--- config.mk ---
export PLATFORM = sky130hd
export DESIGN_NAME = tx_link_ctrl
export DESIGN_NICKNAME = d
export VERILOG_FILES = /design/src/rtl/tx_link_pkg.sv /design/src/rtl/tx_byte_fifo.sv /design/src/rtl/tx_bit_timer.sv /design/src/rtl/tx_shifter.sv /design/src/rtl/tx_link_ctrl.sv
export SDC_FILE = /design/constraint.sdc
export NUM_CORES = 1
export LEC_CHECK = 0
export BUFFER_PORTS_ARGS = -buffer_cell sky130_fd_sc_hd__buf_2
export CAP_MARGIN = 20
export CELL_PAD_IN_SITES_DETAIL_PLACEMENT = 1
export CELL_PAD_IN_SITES_GLOBAL_PLACEMENT = 1
export CORE_MARGIN = 3
export CORE_UTILIZATION = 50
export CTS_CLUSTER_SIZE = 12
export DETAILED_ROUTE_END_ITERATION = 16
export PLACE_DENSITY = 0.8
export RECOVER_POWER = 25
export SYNTH_ARGS = -nofsm -noshare
export SYNTH_HDL_FRONTEND = slang
export SYNTH_HIERARCHICAL = 1
export SYNTH_SLANG_ARGS = --single-unit
--- constraint.sdc ---
create_clock -name clk -period 9.2 [get_ports clk]
set_input_delay 0 -clock clk [delete_from_list [all_inputs] [get_ports clk]]
set_output_delay 0 -clock clk [all_outputs]
set_load 0.01 [all_outputs]
--- src/rtl/tx_link_pkg.sv ---
package tx_link_pkg;

    typedef enum logic {
        SEND_SINGLE = 1'b0,
        SEND_STREAM = 1'b1
    } send_mode_e;

    // number of system clocks the bit clock stays high in one bit period
    function automatic int clk_high_cycles(input int bit_cycles);
        return (bit_cycles < 2) ? 1 : bit_cycles / 2;
    endfunction

endpackage

--- src/rtl/tx_byte_fifo.sv ---
module tx_byte_fifo #(
    parameter int WIDTH = 8,
    parameter int DEPTH = 8
) (
    input  logic             clk,
    input  logic             rst_n,
    input  logic             push,
    input  logic [WIDTH-1:0] push_data,
    input  logic             pop,
    output logic [WIDTH-1:0] head,
    output logic             empty,
    output logic             full
);
    localparam int AW = (DEPTH > 1) ? $clog2(DEPTH) : 1;
    localparam int CW = $clog2(DEPTH + 1);
    localparam logic [AW-1:0] LAST_IDX = AW'(DEPTH - 1);
    localparam logic [CW-1:0] FULL_CNT = CW'(DEPTH);

    typedef struct packed {
        logic [AW-1:0] wptr;
        logic [AW-1:0] rptr;
        logic [CW-1:0] cnt;
    } fifo_st_t;

    fifo_st_t         st_d, st_q;
    logic [WIDTH-1:0] mem_q [DEPTH];
    logic             push_ok, pop_ok;

    always_comb begin
        push_ok = push && (st_q.cnt != FULL_CNT);
        pop_ok  = pop && (st_q.cnt != '0);
        st_d    = st_q;
        if (push_ok) begin
            st_d.wptr = (st_q.wptr == LAST_IDX) ? '0 : st_q.wptr + 1'b1;
        end
        if (pop_ok) begin
            st_d.rptr = (st_q.rptr == LAST_IDX) ? '0 : st_q.rptr + 1'b1;
        end
        case ({push_ok, pop_ok})
            2'b10:   st_d.cnt = st_q.cnt + 1'b1;
            2'b01:   st_d.cnt = st_q.cnt - 1'b1;
            default: st_d.cnt = st_q.cnt;
        endcase
    end

    always_ff @(posedge clk or negedge rst_n) begin
        if (!rst_n) st_q <= '0;
        else        st_q <= st_d;
    end

    always_ff @(posedge clk) begin
        if (push_ok) mem_q[st_q.wptr] <= push_data;
    end

    assign head  = mem_q[st_q.rptr];
    assign empty = (st_q.cnt == '0);
    assign full  = (st_q.cnt == FULL_CNT);

    // a full buffer stays full until something is taken out
    p_no_overflow_r3: assert property (@(posedge clk) disable iff (!rst_n)
        (full && !pop) |=> full);

    // occupancy moves by at most one per clock and never exceeds the depth
    p_count_step_r2: assert property (@(posedge clk) disable iff (!rst_n)
        1'b1 |=> ((st_q.cnt == $past(st_q.cnt)) ||
                  (st_q.cnt == $past(st_q.cnt) + CW'(1)) ||
                  (st_q.cnt == $past(st_q.cnt) - CW'(1))));

    p_bound_r2: assert property (@(posedge clk) disable iff (!rst_n)
        st_q.cnt <= FULL_CNT);

endmodule

--- src/rtl/tx_bit_timer.sv ---
module tx_bit_timer #(
    parameter int BIT_CYCLES = 10
) (
    input  logic clk,
    input  logic rst_n,
    input  logic start,
    input  logic run,
    output logic bit_end,
    output logic clk_hi
);
    localparam int CW   = (BIT_CYCLES > 2) ? $clog2(BIT_CYCLES) : 1;
    localparam int HIGH = tx_link_pkg::clk_high_cycles(BIT_CYCLES);
    localparam logic [CW-1:0] LAST   = CW'(BIT_CYCLES - 1);
    localparam logic [CW-1:0] HIGH_C = CW'(HIGH);

    typedef struct packed {
        logic [CW-1:0] cnt;
    } tmr_st_t;

    tmr_st_t st_d, st_q;

    always_comb begin
        st_d = st_q;
        if (start) begin
            st_d.cnt = '0;
        end else if (run) begin
            st_d.cnt = (st_q.cnt == LAST) ? '0 : st_q.cnt + 1'b1;
        end else begin
            st_d.cnt = '0;
        end
    end

    always_ff @(posedge clk or negedge rst_n) begin
        if (!rst_n) st_q <= '0;
        else        st_q <= st_d;
    end

    assign bit_end = run && (st_q.cnt == LAST);
    assign clk_hi  = run && (st_q.cnt < HIGH_C);

    // a byte that starts at a bit boundary opens with the bit clock high
    p_restart_hi_r5: assert property (@(posedge clk) disable iff (!rst_n)
        (start && bit_end) |=> clk_hi);

endmodule

--- src/rtl/tx_shifter.sv ---
module tx_shifter #(
    parameter int WIDTH = 8
) (
    input  logic             clk,
    input  logic             rst_n,
    input  logic             load,
    input  logic [WIDTH-1:0] load_data,
    input  logic             bit_end,
    output logic             busy,
    output logic             ser_bit,
    output logic             last_end
);
    localparam int BW = $clog2(WIDTH + 1);

    typedef struct packed {
        logic [WIDTH-1:0] sh;
        logic [BW-1:0]    left;
        logic             busy;
    } sh_st_t;

    sh_st_t st_d, st_q;

    assign last_end = st_q.busy && bit_end && (st_q.left == BW'(1));

    always_comb begin
        st_d = st_q;
        if (load) begin
            st_d.sh   = load_data;
            st_d.left = BW'(WIDTH);
            st_d.busy = 1'b1;
        end else if (st_q.busy && bit_end) begin
            st_d.sh   = {st_q.sh[WIDTH-2:0], 1'b0};
            st_d.left = st_q.left - 1'b1;
            if (last_end) st_d.busy = 1'b0;
        end
    end

    always_ff @(posedge clk or negedge rst_n) begin
        if (!rst_n) st_q <= '0;
        else        st_q <= st_d;
    end

    assign busy    = st_q.busy;
    assign ser_bit = st_q.busy & st_q.sh[WIDTH-1];

    // the line does not move inside a bit period
    p_hold_r4: assert property (@(posedge clk) disable iff (!rst_n)
        (busy && !bit_end && !load) |=> $stable(ser_bit));

    // a load always puts a byte in flight on the next clock
    p_load_busy_r9: assert property (@(posedge clk) disable iff (!rst_n)
        load |=> busy);

endmodule

--- src/rtl/tx_link_ctrl.sv ---
module tx_link_ctrl
    import tx_link_pkg::*;
#(
    parameter int WIDTH      = 8,
    parameter int DEPTH      = 8,
    parameter int BIT_CYCLES = 10
) (
    input  logic             clk,
    input  logic             rst_n,
    input  logic             wr_en,
    input  logic [WIDTH-1:0] wr_data,
    input  logic             stream_mode,
    output logic             full_flag,
    output logic             ser_data,
    output logic             bit_clk
);
    typedef struct packed {
        logic armed;
    } ctl_st_t;

    ctl_st_t          st_d, st_q;
    send_mode_e       mode;
    logic             fifo_empty, fifo_full;
    logic [WIDTH-1:0] fifo_head;
    logic             sh_busy, sh_last, ser_bit;
    logic             bit_end, clk_hi;
    logic             wr_taken, slot_free, want_send, load;

    assign mode = stream_mode ? SEND_STREAM : SEND_SINGLE;

    always_comb begin
        wr_taken  = wr_en && !fifo_full;
        slot_free = !sh_busy || sh_last;
        want_send = !fifo_empty && ((mode == SEND_STREAM) || st_q.armed);
        load      = slot_free && want_send;
        st_d      = st_q;
        if (wr_taken)  st_d.armed = 1'b1;
        else if (load) st_d.armed = 1'b0;
    end

    always_ff @(posedge clk or negedge rst_n) begin
        if (!rst_n) st_q <= '0;
        else        st_q <= st_d;
    end

    tx_byte_fifo #(
        .WIDTH (WIDTH),
        .DEPTH (DEPTH)
    ) u_fifo (
        .clk       (clk),
        .rst_n     (rst_n),
        .push      (wr_en),
        .push_data (wr_data),
        .pop       (load),
        .head      (fifo_head),
        .empty     (fifo_empty),
        .full      (fifo_full)
    );

    tx_bit_timer #(
        .BIT_CYCLES (BIT_CYCLES)
    ) u_timer (
        .clk     (clk),
        .rst_n   (rst_n),
        .start   (load),
        .run     (sh_busy),
        .bit_end (bit_end),
        .clk_hi  (clk_hi)
    );

    tx_shifter #(
        .WIDTH (WIDTH)
    ) u_shift (
        .clk       (clk),
        .rst_n     (rst_n),
        .load      (load),
        .load_data (fifo_head),
        .bit_end   (bit_end),
        .busy      (sh_busy),
        .ser_bit   (ser_bit),
        .last_end  (sh_last)
    );

    assign full_flag = fifo_full;
    assign ser_data  = ser_bit;
    assign bit_clk   = clk_hi;

    // in single mode, a finished byte with nothing armed leaves the line idle
    p_single_wait_r8: assert property (@(posedge clk) disable iff (!rst_n)
        (sh_last && !stream_mode && !st_q.armed) |=> (!bit_clk && !ser_data));

    // in streaming mode a waiting byte follows with no idle clock
    p_stream_gapless_r7: assert property (@(posedge clk) disable iff (!rst_n)
        (sh_last && stream_mode && !fifo_empty) |=> bit_clk);

    // nothing in flight means a quiet line
    p_idle_quiet_r6: assert property (@(posedge clk) disable iff (!rst_n)
        !sh_busy |-> (!bit_clk && !ser_data));

endmodule

After elaboration in Yosys (flattened, before gate mapping)
Memories as Yosys holds them, arrays and structs flattened.
Cells that the tools add are included.

cells by class
  order comparisons = 1
  mux-type cells = 14
  bitwise logic cells = 1
  reduce and logical (&&, ||, !) cells = 21
  $add $sub $neg = 6
  equality and inequality tests = 8

operator list
  operator               count
  $mux W13               2
  $mux W4                3
  $logic_and A1 B1 Y1    9
  $add A4 B1 Y4 const B  2
  $eq A4 B4 Y1 const B   2
  $pmux W4 S2            1
  $reduce_bool A2 Y1     4
  $sub A4 B1 Y4 const B  2
  $add A3 B1 Y3 const B  2
  $eq A3 B3 Y1 const B   2
  $mux W1                6
  $mux W3                2
  $eq A4 B1 Y1 const B   1
  $logic_not A4 Y1       1
  $lt A4 B3 Y1 const B   1
  $ne A4 B4 Y1 const B   1
  $reduce_bool A4 Y1     1
  $logic_not A1 Y1       3
  $eq A2 B1 Y1 const B   1
  $eq A2 B2 Y1 const B   1
  $logic_or A1 B1 Y1     2
  $reduce_and A2 Y1      1
  $and A1 B1 Y1          1

storage, ports and cells
  RAM bits = 64
  output and inout bits = 3
  flip-flop bits (word level) = 28
  word-level logic and storage cells = 60
  input port bits = 12
  memories kept = 1

memory list
  name          depth  width  rd ports  clocked after memory_dff  wr ports  line                source
  u_fifo.mem_q  8      8      1         0                         1         tx_byte_fifo.sv:26  logic [WIDTH-1:0] mem_q [DEPTH];

Logic depth before layout (Yosys ltp)
  depth after elaboration = 9
  gate-level depth with buffers = 16
  mapped depth without buffers = 15

Modules after synthesis
The synthesis kept the hierarchy.

by module, submodules not included
  module        cells each  instances  seq. area each (um^2)  area each (um^2)
  tx_byte_fifo  162         1          2,172.1                3,210.6
  tx_shifter    62          1          325.3                  635.6
  tx_bit_timer  23          1          100.1                  224.0
  tx_link_ctrl  8           1          25.0                   67.6

Worst setup path after synthesis
No wires, ideal clock.

  kind = register to register
  start point = register u_timer/st_q[1] (netlist name)
  end point = register u_fifo/st_q[3] (netlist name)
  data required time = 9.066 ns
  setup time = 0.134 ns
  path slack = 5.797 ns
  cell stages (with the launch flop) = 17
  arrival = 3.269 ns
  cells stage by stage = dfrtp_1 -> inv_1 -> ha_1 -> nand3b_1 -> nor2_1 -> nand2_2 -> buf_6 -> nor2_1 -> nor2b_1 -> nor3_2 -> o41ai_4 -> inv_1 -> ha_1 -> ha_1 -> or4b_2 -> o311ai_0 -> o211ai_1

on the way
  cells in the longest elaborated chain, start to end = 9

ends and longest elaborated chain
  element                                            line                source
  from (decl)                                        tx_bit_timer.sv:20  tmr_st_t st_d, st_q;
  from (signal assigned)                             tx_bit_timer.sv:35  else st_q <= st_d;
  $eq A4 B4 Y1 *                                     tx_bit_timer.sv:38  assign bit_end = run && (st_q.cnt == LAST);
  $logic_and A1 B1 Y1 *                              tx_bit_timer.sv:38
  named net bit_end                                  tx_link_ctrl.sv:26  logic bit_end, clk_hi;
  $logic_and A1 B1 Y1 * (2 in series)                tx_shifter.sv:23    assign last_end = st_q.busy && bit_end && (st_q.left == BW'(1));
  named net sh_last                                  tx_link_ctrl.sv:25  logic sh_busy, sh_last, ser_bit;
  $logic_or A1 B1 Y1 *                               tx_link_ctrl.sv:33  slot_free = !sh_busy || sh_last;
  $logic_and A1 B1 Y1 *                              tx_link_ctrl.sv:35  load = slot_free && want_send;
  named net load                                     tx_link_ctrl.sv:27  logic wr_taken, slot_free, want_send, load;
  $logic_and A1 B1 Y1 *                              tx_byte_fifo.sv:31  pop_ok = pop && (st_q.cnt != '0);
  named net u_fifo.pop_ok                            tx_byte_fifo.sv:27  logic push_ok, pop_ok;
  $eq A2 B1 Y1 or $eq A2 B2 Y1 (tied branches)       tx_byte_fifo.sv:39  case ({push_ok, pop_ok})
  $pmux W4 S2 or $reduce_bool A2 Y1 (tied branches)  -
  to (signal assigned)                               tx_byte_fifo.sv:48  else st_q <= st_d;
  to (decl)                                          tx_byte_fifo.sv:25  fifo_st_t st_d, st_q;

Mark *: on every way through the listed nets, which the timed path passes. The rest lies on a longest branch.
A chain may end at the register's enable or synchronous reset.

Worst setup path in the final report
Ends and elaborated chain as after synthesis.

==> flow_summary.ini <==
[outcome]
status = completed

[placed_design]
post-place-ws_ns = 5.45
place_congestion = 0.758
hpwl_mm = 4.96
port_buffers = 14
placedCellCount = 365

[yosys]
synth-edff-count = 64
yosysSeqAreaShare = 0.634
ys.flop_type = edfxtp_1
synth_top_family_by_area = multiplexers
synthAdderAreaFrac = 0.0411
avgSynthCellArea_um2 = 16.2
synth_compound_area_frac = 0.0369
synth-simple-area-share = 0.0841
synth_area_leaders = edfxtp_1 (46%), dfrtp_1 (17%), mux4_2 (4.9%), mux4_1 (4.4%), mux2_4 (4.0%)
syn_nets = 280
ys_async_sr_fraction = 0.304
synth-seq-cells = 92
synth_cell_types = 45
synth_xor_area_frac = 0.0127
ys.warnings.count = 6
syn_area_um2 = 4140
synth_top_cell_by_area = edfxtp_1
synthCells = 255
yosys.area.top_type_share = 0.464
muxShareOfSynthArea = 0.161

[die]
dieArea_um2 = 9400
fp.dieH_um = 97.0
core_area_um2 = 7890
start_util = 0.525
ios = 15
dieWidth_um = 97.0
num_rows = 32

[sta]
final.setup.tns_ns = 0
hold_viol = 0
period_share = 0.404
min_period_ns = 3.72
worst-slew-pin-transition_ns = 1.05
setup_viol = 0
finalMaxSlewViolations = 0
fin_skew_ns = 0.0144
slew-limit-headroom = 0.300
rsz0062_at_grt = no
worst_slack_ns = 5.48
max_clock_freq_ghz = 0.269

[drt]
drc = 0
drt-pass1-iter-count = 4
wire_per_inst_um = 19.9
drt-initial-drc-count = 73
vias = 2157
drtAntennaViolNets = 0
wirelength_mm = 7.77
viasPerCell = 5.53

[clock_network]
cts_buffers = 9
htreeDepth = 3
cts_tree = done
cts_buffer_depth = 2
cts.repair.resized = 0
clock-sinks = 92
insertion_delay_ns = 0.35
cts.clk_slew.worst_paths_ns = 0.09
root_buffer = clkbuf_8

[pwr]
ir_drop_mv = 0.156
power_leakage_nw = 1.78
p_per_area_nw_per_um2 = 307

[worst_setup_path]
startpoint_type = flop
r2r_start = u_timer/st_q[1]$_DFF_PN0_
crit_type = reg2reg
cp-startpoint = u_timer/st_q[1]$_DFF_PN0_
path_max_fanout = 11
cp_data_required_time_ns = 9.43
cp.arrival_ns = 3.95
cp-end-kind = flop

[grt]
grt_pass1_vias = 2312
overflow = 0
grt.total_usage = 0.180
antenna_found_initial = 0
grt_pass1_wl_mm = 12.9
grt_max_degree = 29

[final_layout]
drive_gt1_frac = 0.212
final-instance-count-excl-fill = 390
nets = 308
layout_common_cells = edfxtp_1 (64), dfrtp_1 (28), nor2_1 (15), nand2_1 (14), inv_1 (13)
diodes = 0
layout_commonest_cell = edfxtp_1
nFillCells = 710
syn_to_final_growth_pct = 11.7

[hold_path]
worstHoldStart = wr_en
holdCritPathClass = in2reg

[job]
drv_cap = 0
-- per-layer routing --
| metal | routed length (um) | track usage | vias to the layer above |
|---|---|---|---|
| li1 | - | - | 1024 |
| met2 | 3970 | 0.298 | 29 |
| met1 | 3500 | 0.243 | 1091 |
| met4 | 128 | 0.0583 | 0 |
| met3 | 163 | 0.0310 | 13 |
| met5 | 0 | 0 | - |
-- critical path, cell delays in order (launching register included) --
cell	delay, ns
dfrtp_1	0.41
inv_1	0.09
ha_1	0.14
nand3b_1	0.11
nor2_1	0.29
nand2_2	0.27
nor2_1	0.21
nor2b_1	0.08
nor3_2	0.22
o41ai_4	0.17
inv_1	0.09
ha_1	0.31
ha_1	0.34
or4b_2	0.64
o311ai_0	0.12
o211ai_1	0.12
-- timing repair --
| action | CTS | global route |
|---|---|---|
| hold buffers | 9 | 0 |
| hold endpoints to repair | 92 | 0 |
| buffers inserted | 0 | 0 |
-- stage by stage --
stage	total power [mW]	area [um2]	hold WS, ns	utilization
after floorplan	0.999	4140	-0.296	-
after global placement	1.08	4300	0.0568	0.545
after detailed placement	1.11	4300	0.0734	0.545
after CTS	1.44	4630	0.00400	0.587
after global routing	1.52	4620	0.0115	0.586
final	1.42	4620	0.0126	0.586
-- synthesized netlist by cell type, types with 2 or more instances --
library cell	n
nor3_1	5
nand3b_1	2
o21ai_0	3
dfrtp_1	28
mux4_1	7
buf_2	2
inv_1	13
clkbuf_1	3
mux2i_1	9
xnor2_1	3
mux2_2	2
nand2b_1	4
nor4_1	2
nor2b_1	2
xor2_1	3
nor3b_1	3
mux4_2	9
nor2_1	15
nand2_1	14
o21ai_1	7
edfxtp_1	64
ha_1	12
mux2_4	11
buf_6	3
nand3_1	7
a21oi_1	3
-- final timing paths --
| path | cells after the start | slack [ns] | end |
|---|---|---|---|
| setup / recovery | 15 | 5.48 | u_fifo/st_q[3]$_DFFE_PN0P_ |
| hold / removal | 3 | 0.01 | st_q$_DFFE_PN0P_ |
| setup reg to reg | 15 | 5.48 | u_fifo/st_q[3]$_DFFE_PN0P_ |
| hold reg to reg | 1 | 0.52 | u_timer/st_q[0]$_DFF_PN0_ |
| max in group asynchronous | 2 | 8.58 | st_q$_DFFE_PN0P_ |
| min in group asynchronous | 2 | 0.19 | u_fifo/st_q[0]$_DFFE_PN0P_ |
-- report_power, final --
| part | switching [mW] | internal [mW] |
|---|---|---|
| Sequential | 0.116 | 0.547 |
| Combinational | 0.200 | 0.233 |
| Clock | 0.142 | 0.182 |
| Total | 0.457 | 0.962 |
-- kinds of logic after synthesis --
group,after synthesis
flip-flops,92
AND/OR/NAND/NOR,62
multiplexers,38
buffers and inverters,23
AO/OA/AOI/OAI,21
adder cells (fa/ha/maj),13
XOR/XNOR,6
-- final cells by class --
class	count	area [um2]	area share
clock buffers	9	124	0.0268
well taps	102	128	0.0276
flip-flops and latches	92	2620	0.567
multi-input cells	140	1400	0.302
repair buffers	27	181	0.0392
clock inverters	7	121	0.0263
inverters	13	48.8	0.0106
-- flip-flops by register name (all words and copies together) (netlist names) --
name	cells
st_q	1
u_fifo/mem_q	64
u_shift/st_q	12
u_timer/st_q	4
u_shift/busy	1
u_fifo/st_q	10
Note: power is estimated with default switching activity, not from simulation.
